$ cat config.mk
export PLATFORM = sky130hd
export DESIGN_NAME = spi_txbuf_fetch
export DESIGN_NICKNAME = d
export VERILOG_FILES = /design/src/rtl/spitx_pkg.sv /design/src/rtl/spitx_cmd.sv /design/src/rtl/spitx_fetch.sv /design/src/rtl/spitx_hold.sv /design/src/rtl/spi_txbuf_fetch.sv
export SDC_FILE = /design/constraint.sdc
export NUM_CORES = 1
export LEC_CHECK = 0
export ABC_AREA = 1
export BUFFER_PORTS_ARGS = -buffer_cell sky130_fd_sc_hd__buf_2
export CELL_PAD_IN_SITES_DETAIL_PLACEMENT = 1
export CELL_PAD_IN_SITES_GLOBAL_PLACEMENT = 1
export CORE_AREA = 2 2 108 110
export DETAILED_ROUTE_END_ITERATION = 8
export DIE_AREA = 0 0 110 112
export PLACE_DENSITY_LB_ADDON = 0.1
export SYNTH_ARGS = -nofsm -noshare
export SYNTH_HDL_FRONTEND = slang
export SYNTH_HIERARCHICAL = 1
export SYNTH_SLANG_ARGS = --single-unit
$ cat constraint.sdc
create_clock -name clk -period 3.2 [get_ports clk]
set_input_delay 0.64 -clock clk [delete_from_list [all_inputs] [get_ports clk]]
set_output_delay 0.64 -clock clk [all_outputs]
set_load 0.02 [all_outputs]
$ cat src/rtl/spitx_pkg.sv
package spitx_pkg;
  localparam int CHAR_MAX = 16;
  localparam int CW_W     = 5;
  localparam int CMD_W    = 8;
  localparam int START_BIT = 0;

  typedef enum logic [1:0] {
    F_IDLE  = 2'd0,
    F_ISSUE = 2'd1,
    F_CAPT  = 2'd2,
    F_WAIT  = 2'd3
  } fstate_t;
endpackage

$ cat src/rtl/spitx_cmd.sv
module spitx_cmd
  import spitx_pkg::*;
(
  input  logic             clk,
  input  logic             rst_n,
  input  logic             we,
  input  logic [CMD_W-1:0] wdata,
  output logic [CMD_W-1:0] rdata,
  output logic             start_o
);
  logic start_q;

  // The start bit is set by a write and drops again one clock later.
  always_ff @(posedge clk or negedge rst_n) begin
    if (!rst_n) start_q <= 1'b0;
    else        start_q <= we & wdata[START_BIT];
  end

  always_comb begin
    rdata = '0;
    rdata[START_BIT] = start_q;
  end
  assign start_o = start_q;

  assert_start_selfclear_R2: assert property (@(posedge clk) disable iff (!rst_n)
    (start_q && !(we && wdata[START_BIT])) |=> !start_q);
endmodule

$ cat src/rtl/spitx_fetch.sv
module spitx_fetch
  import spitx_pkg::*;
#(
  parameter int ADDR_W = 16,
  parameter int LEN_W  = 16
) (
  input  logic                clk,
  input  logic                rst_n,
  input  logic                start,
  input  logic [LEN_W-1:0]    bd_len,
  input  logic [ADDR_W-1:0]   bd_ptr,
  input  logic                bd_ready,
  input  logic [CW_W-1:0]     char_bits,
  input  logic                slave_mode,
  input  logic                pop,
  output logic                mem_rd_en,
  output logic [ADDR_W-1:0]   mem_addr,
  input  logic [7:0]          mem_rdata,
  output logic                load,
  output logic [CHAR_MAX-1:0] load_data,
  output logic                done,
  output logic                err,
  output logic                busy,
  output logic                slave_q
);
  fstate_t             st;
  logic [ADDR_W-1:0]   ptr_q;
  logic [LEN_W-1:0]    rem_q;
  logic [CW_W-1:0]     cw_q;
  logic                wide_q;
  logic                lo_next_q;
  logic [7:0]          hi_q;
  logic                done_q, err_q;

  logic                accept, bad, wide_in;
  logic [CHAR_MAX:0]   one_sh;
  logic [CHAR_MAX-1:0] mask, raw;
  logic [LEN_W-1:0]    step, rem_next;

  assign wide_in = (char_bits > CW_W'(8));
  assign accept  = start && (st == F_IDLE) && (slave_mode || bd_ready);
  assign bad     = (bd_len == '0) || (wide_in && (bd_len[0] || bd_ptr[0]));

  // Character mask: the low cw_q bits are kept.
  assign one_sh = {{CHAR_MAX{1'b0}}, 1'b1} << cw_q;
  assign mask   = one_sh[CHAR_MAX-1:0] - CHAR_MAX'(1);

  // Wide characters are big-endian: the byte read first goes to the upper half.
  always_comb begin
    if (wide_q) raw = {hi_q, mem_rdata};
    else        raw = {{(CHAR_MAX-8){1'b0}}, mem_rdata};
  end

  assign step     = wide_q ? LEN_W'(2) : LEN_W'(1);
  assign rem_next = rem_q - step;

  assign mem_rd_en = (st == F_ISSUE);
  assign mem_addr  = ptr_q;
  assign load      = (st == F_CAPT) && !(wide_q && !lo_next_q);
  assign load_data = raw & mask;
  assign done      = done_q;
  assign err       = err_q;
  assign busy      = (st != F_IDLE);

  always_ff @(posedge clk or negedge rst_n) begin
    if (!rst_n) begin
      st        <= F_IDLE;
      ptr_q     <= '0;
      rem_q     <= '0;
      cw_q      <= CW_W'(8);
      wide_q    <= 1'b0;
      lo_next_q <= 1'b0;
      hi_q      <= '0;
      done_q    <= 1'b0;
      err_q     <= 1'b0;
      slave_q   <= 1'b0;
    end else begin
      done_q <= 1'b0;
      err_q  <= 1'b0;
      case (st)
        F_IDLE: begin
          if (accept) begin
            if (bad) begin
              err_q <= 1'b1;
            end else begin
              ptr_q     <= bd_ptr;
              rem_q     <= bd_len;
              cw_q      <= char_bits;
              wide_q    <= wide_in;
              slave_q   <= slave_mode;
              lo_next_q <= 1'b0;
              st        <= F_ISSUE;
            end
          end
        end
        F_ISSUE: begin
          ptr_q <= ptr_q + ADDR_W'(1);
          st    <= F_CAPT;
        end
        F_CAPT: begin
          if (wide_q && !lo_next_q) begin
            hi_q      <= mem_rdata;
            lo_next_q <= 1'b1;
            st        <= F_ISSUE;
          end else begin
            lo_next_q <= 1'b0;
            st        <= F_WAIT;
          end
        end
        F_WAIT: begin
          if (pop) begin
            rem_q <= rem_next;
            if (rem_next == '0) begin
              done_q <= 1'b1;
              st     <= F_IDLE;
            end else begin
              st <= F_ISSUE;
            end
          end
        end
        default: st <= F_IDLE;
      endcase
    end
  end

  assert_err_no_read_R7: assert property (@(posedge clk) disable iff (!rst_n)
    err_q |-> (!mem_rd_en && !load));
  assert_wide_even_R6: assert property (@(posedge clk) disable iff (!rst_n)
    (mem_rd_en && wide_q && !lo_next_q) |-> !mem_addr[0]);
  assert_done_pulse_R10: assert property (@(posedge clk) disable iff (!rst_n)
    done_q |=> !done_q);
  assert_busy_ignores_start_R4: assert property (@(posedge clk) disable iff (!rst_n)
    (busy && start) |=> !err_q);
endmodule

$ cat src/rtl/spitx_hold.sv
module spitx_hold
  import spitx_pkg::*;
(
  input  logic                clk,
  input  logic                rst_n,
  input  logic                load,
  input  logic [CHAR_MAX-1:0] load_data,
  input  logic                busy,
  input  logic                slave_q,
  input  logic                sel,
  input  logic                sck_edge,
  input  logic                tx_ready,
  output logic                tx_valid,
  output logic [CHAR_MAX-1:0] tx_data,
  output logic                pop
);
  logic                full_q, rel_q;
  logic [CHAR_MAX-1:0] data_q;

  assign tx_valid = full_q && (!slave_q || rel_q);
  assign tx_data  = data_q;
  assign pop      = tx_valid && tx_ready;

  always_ff @(posedge clk or negedge rst_n) begin
    if (!rst_n) begin
      full_q <= 1'b0;
      data_q <= '0;
      rel_q  <= 1'b0;
    end else begin
      if (load) begin
        full_q <= 1'b1;
        data_q <= load_data;
      end else if (pop) begin
        full_q <= 1'b0;
      end
      // The slave release gate opens once per transfer.
      if (!busy)                          rel_q <= 1'b0;
      else if (slave_q && sel && sck_edge) rel_q <= 1'b1;
    end
  end

  assert_hold_stable_R8: assert property (@(posedge clk) disable iff (!rst_n)
    (tx_valid && !tx_ready) |=> (tx_valid && $stable(tx_data)));
  assert_slave_gate_R9: assert property (@(posedge clk) disable iff (!rst_n)
    (slave_q && !rel_q) |-> !tx_valid);
endmodule

$ cat src/rtl/spi_txbuf_fetch.sv
module spi_txbuf_fetch
  import spitx_pkg::*;
#(
  parameter int ADDR_W = 16,
  parameter int LEN_W  = 16
) (
  input  logic              clk,
  input  logic              rst_n,
  input  logic              cmd_we,
  input  logic [7:0]        cmd_wdata,
  output logic [7:0]        cmd_rdata,
  input  logic [LEN_W-1:0]  bd_len,
  input  logic [ADDR_W-1:0] bd_ptr,
  input  logic              bd_ready,
  input  logic [4:0]        char_bits,
  input  logic              slave_mode,
  input  logic              slv_select,
  input  logic              slv_sck_edge,
  output logic              mem_rd_en,
  output logic [ADDR_W-1:0] mem_addr,
  input  logic [7:0]        mem_rdata,
  output logic              tx_valid,
  input  logic              tx_ready,
  output logic [15:0]       tx_data,
  output logic              done,
  output logic              err
);
  logic                start, pop, load, busy, slave_q;
  logic [CHAR_MAX-1:0] load_data;

  spitx_cmd u_cmd (
    .clk(clk), .rst_n(rst_n), .we(cmd_we), .wdata(cmd_wdata),
    .rdata(cmd_rdata), .start_o(start)
  );

  spitx_fetch #(.ADDR_W(ADDR_W), .LEN_W(LEN_W)) u_fetch (
    .clk(clk), .rst_n(rst_n), .start(start), .bd_len(bd_len), .bd_ptr(bd_ptr),
    .bd_ready(bd_ready), .char_bits(char_bits), .slave_mode(slave_mode),
    .pop(pop), .mem_rd_en(mem_rd_en), .mem_addr(mem_addr), .mem_rdata(mem_rdata),
    .load(load), .load_data(load_data), .done(done), .err(err),
    .busy(busy), .slave_q(slave_q)
  );

  spitx_hold u_hold (
    .clk(clk), .rst_n(rst_n), .load(load), .load_data(load_data), .busy(busy),
    .slave_q(slave_q), .sel(slv_select), .sck_edge(slv_sck_edge),
    .tx_ready(tx_ready), .tx_valid(tx_valid), .tx_data(tx_data), .pop(pop)
  );

  assert_done_quiet_R10: assert property (@(posedge clk) disable iff (!rst_n)
    done |-> !tx_valid);
  assert_err_not_busy_R7: assert property (@(posedge clk) disable iff (!rst_n)
    err |-> !tx_valid);
endmodule

==> results.py <==
metrics = {
    "floorplanning": {
        "die_w_microns": 110,
        "core.rowCount": 39,
        "die_h_microns": 112,
        "start_util": 0.402,
        "core_area_sq_um": 11200,
        "design.portCount": 105,
        "die-area_sq_um": 12300,
    },
    "synth": {
        "synth_top_cell_by_area": "dfrtp_1",
        "synth_fa_ha_area_frac": 0.0156,
        "synth_ff_type": "dfrtp_1",
        "synth_top_family_by_area": "simple AND/OR/NAND/NOR gates",
        "synth_compound_gate_area_share": 0.111,
        "yosysWarnings": 6,
        "yosysSeqAreaShare": 0.396,
        "synth_cells": 641,
        "ys_ff_latch": 71,
        "synth-edff-count": 0,
        "synth_top_area_frac": 0.390,
        "muxShareOfSynthArea": 0.00753,
        "synth_xor_area_frac": 0.0134,
        "synthTopCellsByArea": "dfrtp_1, nand2_1, inv_1",
        "async_flop_share": 1.00,
        "avgSynthCellArea_sq_um": 7.00,
        "synth_simple_gate_area_frac": 0.352,
        "ys_types": 45,
        "syn_area_sq_um": 4490,
    },
    "setup_path": {
        "critPathMaxStageDelay_ps": 540,
        "required_ps": 3420,
        "worstReg2RegEnd": "u_fetch/st[0]",
        "worstSetupPathType": "register to register",
        "worstPathCellList": "inv_1, ha_1, fa_1, nand2_1, nand2_1, nor2_1, nand3_1, nor2_1, nand3_1, nor2_1, nand3_1, nand2_1, nand2_1",
        "cpMaxStageDelayCell": "dfrtp_1",
        "endpoint_kind": "register",
        "r2r_start": "u_fetch/wide_q",
        "ff2ff_path_depth": 13,
        "cp_max_fo": 9,
        "crit_path_start": "u_fetch/wide_q",
        "cpMostUsedCell": "nand2_1",
        "arrival_ps": 2820,
        "start_kind": "register",
        "r2r_slack_ps": 600,
    },
    "cts": {
        "clock-root-buffer": "clkbuf_16",
        "cts.repair.resized": 0,
        "path_clk_slew_ps": 60,
        "cts_tree": "yes",
        "numCtsBuffers": 9,
        "clkLatencyLatePin_ps": 330,
        "post_cts_buffers": 0,
        "ctsHoldBuffers": 0,
        "ctsLongestPathBuffers": 2,
        "cts_num_sinks": 71,
        "cts.htree.levels": 3,
    },
    "placement": {
        "placedInstanceArea_sq_um": 5010,
        "hpwlAfterDp_mm": 9.97,
        "port_buffers": 90,
        "dp_cells": 861,
        "place_congestion": 0.851,
    },
    "cells_and_area": {
        "area_growth_pct": 18.3,
        "finalNetCount": 795,
        "final_common_cell": "nand2_1",
        "final_cell_mix": "nand2_1, buf_2, inv_1, dfrtp_1, nor2_1",
        "nFillCells": 1495,
        "instances_no_fill": 876,
        "final_area_sq_um": 5310,
        "n_antenna_cell": 0,
        "drive_gt1_frac": 0.209,
        "fin_util": 0.475,
    },
    "routing": {
        "first_pass_iters": 4,
        "ant_nets": 0,
        "vias": 4395,
        "routedWlPerCell_microns": 14.9,
        "drtIter0Drc": 170,
        "drc": 0,
        "wl_mm": 13.1,
        "vias_per_cell": 5.02,
    },
    "timing": {
        "final_max_slew_viol_count": 0,
        "setup_viol": 0,
        "hold_viol_final": 0,
        "layout_min_cycle_time_ps": 2600,
        "fin_skew_ps": 6.90,
        "tightestPinTransition_ps": 534,
        "relSlewSlack": 0.644,
        "finalCritPeriodShare": 0.813,
        "clock.fmax_mhz": 384,
        "tns_ps": 0,
        "rsz0062_at_grt": "false",
    },
    "global_route": {
        "globalRouteOverflowTotal": 0,
        "grt_usage": 0.219,
        "grt_max_degree": 38,
        "grt_pass1_vias": 4417,
        "antenna_found_initial": 0,
        "grt_pass1_wl_mm": 21.2,
    },
    "pwr": {
        "power_density_nw_per_um2": 979,
        "peakVddDrop_uv": 337,
        "p_total_w": 0.00520,
        "p_leak_nw": 2.82,
    },
    "outcome": {
        "status": "completed",
    },
    "worst_hold_path": {
        "hold_class": "input pin to asynchronous set/reset pin",
    },
    "flow_run": {
        "drv_cap": 0,
    },
}
worst max path at each step:
stage | depth (start not counted) | endpoint | slack [ps]
global placement | 11 | u_fetch/mem_addr[7] | 700
CTS | 13 | u_fetch/st[0] | 590
floorplan | 13 | u_fetch/st[0] | 1150
detailed placement | 13 | u_fetch/st[0] | 600
global route | 13 | u_fetch/st[0] | 340
finish | 13 | u_fetch/st[0] | 600
metal layers:
| metal | routed length [microns] | GRT usage | up-vias |
|---|---|---|---|
| met3 | 645 | 0.0287 | 11 |
| met4 | 130 | 0.0700 | 0 |
| met2 | 6190 | 0.359 | 103 |
| li1 | - | - | 2200 |
| met1 | 6100 | 0.297 | 2081 |
| met5 | 0 | 0 | - |
state kept, by name, indices dropped and copies added (netlist names):
name	flops
u_fetch/wide_q	1
u_fetch/err	1
u_hold/rel_q	1
u_fetch/mem_addr	16
u_hold/full_q	1
u_fetch/slave_q	1
u_fetch/lo_next_q	1
u_fetch/rem_q	16
u_cmd/start_o	1
u_fetch/hi_q	8
u_fetch/cw_q	5
u_fetch/st	2
u_hold/tx_data	16
u_fetch/done	1
where the power goes:
part	switching, W	leakage, nW	internal [W]
clock network	0.000381	0.145	0.000641
logic	0.00166	1.79	0.000810
registers	0.000412	0.882	0.00129
total	0.00245	2.82	0.00274
Yosys cell counts (all sizes together) (2+ instances only):
| library cell | n |
|---|---|
| nand2 | 239 |
| inv | 77 |
| dfrtp | 70 |
| nor2 | 69 |
| o21ai | 53 |
| nand3 | 30 |
| buf | 19 |
| nor3 | 13 |
| a21oi | 10 |
| o211ai | 9 |
| a31oi | 6 |
| nand4 | 5 |
| clkbuf | 4 |
| ha | 4 |
| nand3b | 4 |
| xnor2 | 4 |
| a211oi | 3 |
| mux2 | 3 |
| o31ai | 3 |
| nor4 | 2 |
| o21bai | 2 |
| or2 | 2 |
| xor2 | 2 |
critical path, delay by kind of cell (launching register included):
kind	cells	cell delay, ps
and+or+nand+nor	10	1010
DFF	1	540
adders and majority gates	2	720
buffers and inverters	1	220
final cells by class:
cell class / count / area (sq um) / area share
Timing Repair Buffer: 94 / 480 / 0.0905
Tap cell: 143 / 179 / 0.0337
Sequential cell: 71 / 1780 / 0.335
Inverter: 78 / 302 / 0.0568
Clock inverter: 3 / 42.5 / 0.00801
Multi-Input combinational cell: 475 / 2270 / 0.428
Clock buffer: 12 / 256 / 0.0483
kinds of logic (layout without fill, tap and decap cells):
logic type      Yosys count  count (layout)
compound gates           88              88
mux                       3               3
fa+ha+maj                 5               5
xor+xnor                  6               6
flops                    71              71
simple gates            366             366
buf+inv                 101             187
other cells               1               7
metrics by stage:
stage	worst slack, ps	hold slack [ps]
global route	341	396
CTS	591	367
detailed placement	597	454
floorplan	1150	344
finish	598	355
global placement	695	449
Note: power is estimated with default switching activity, not from simulation.
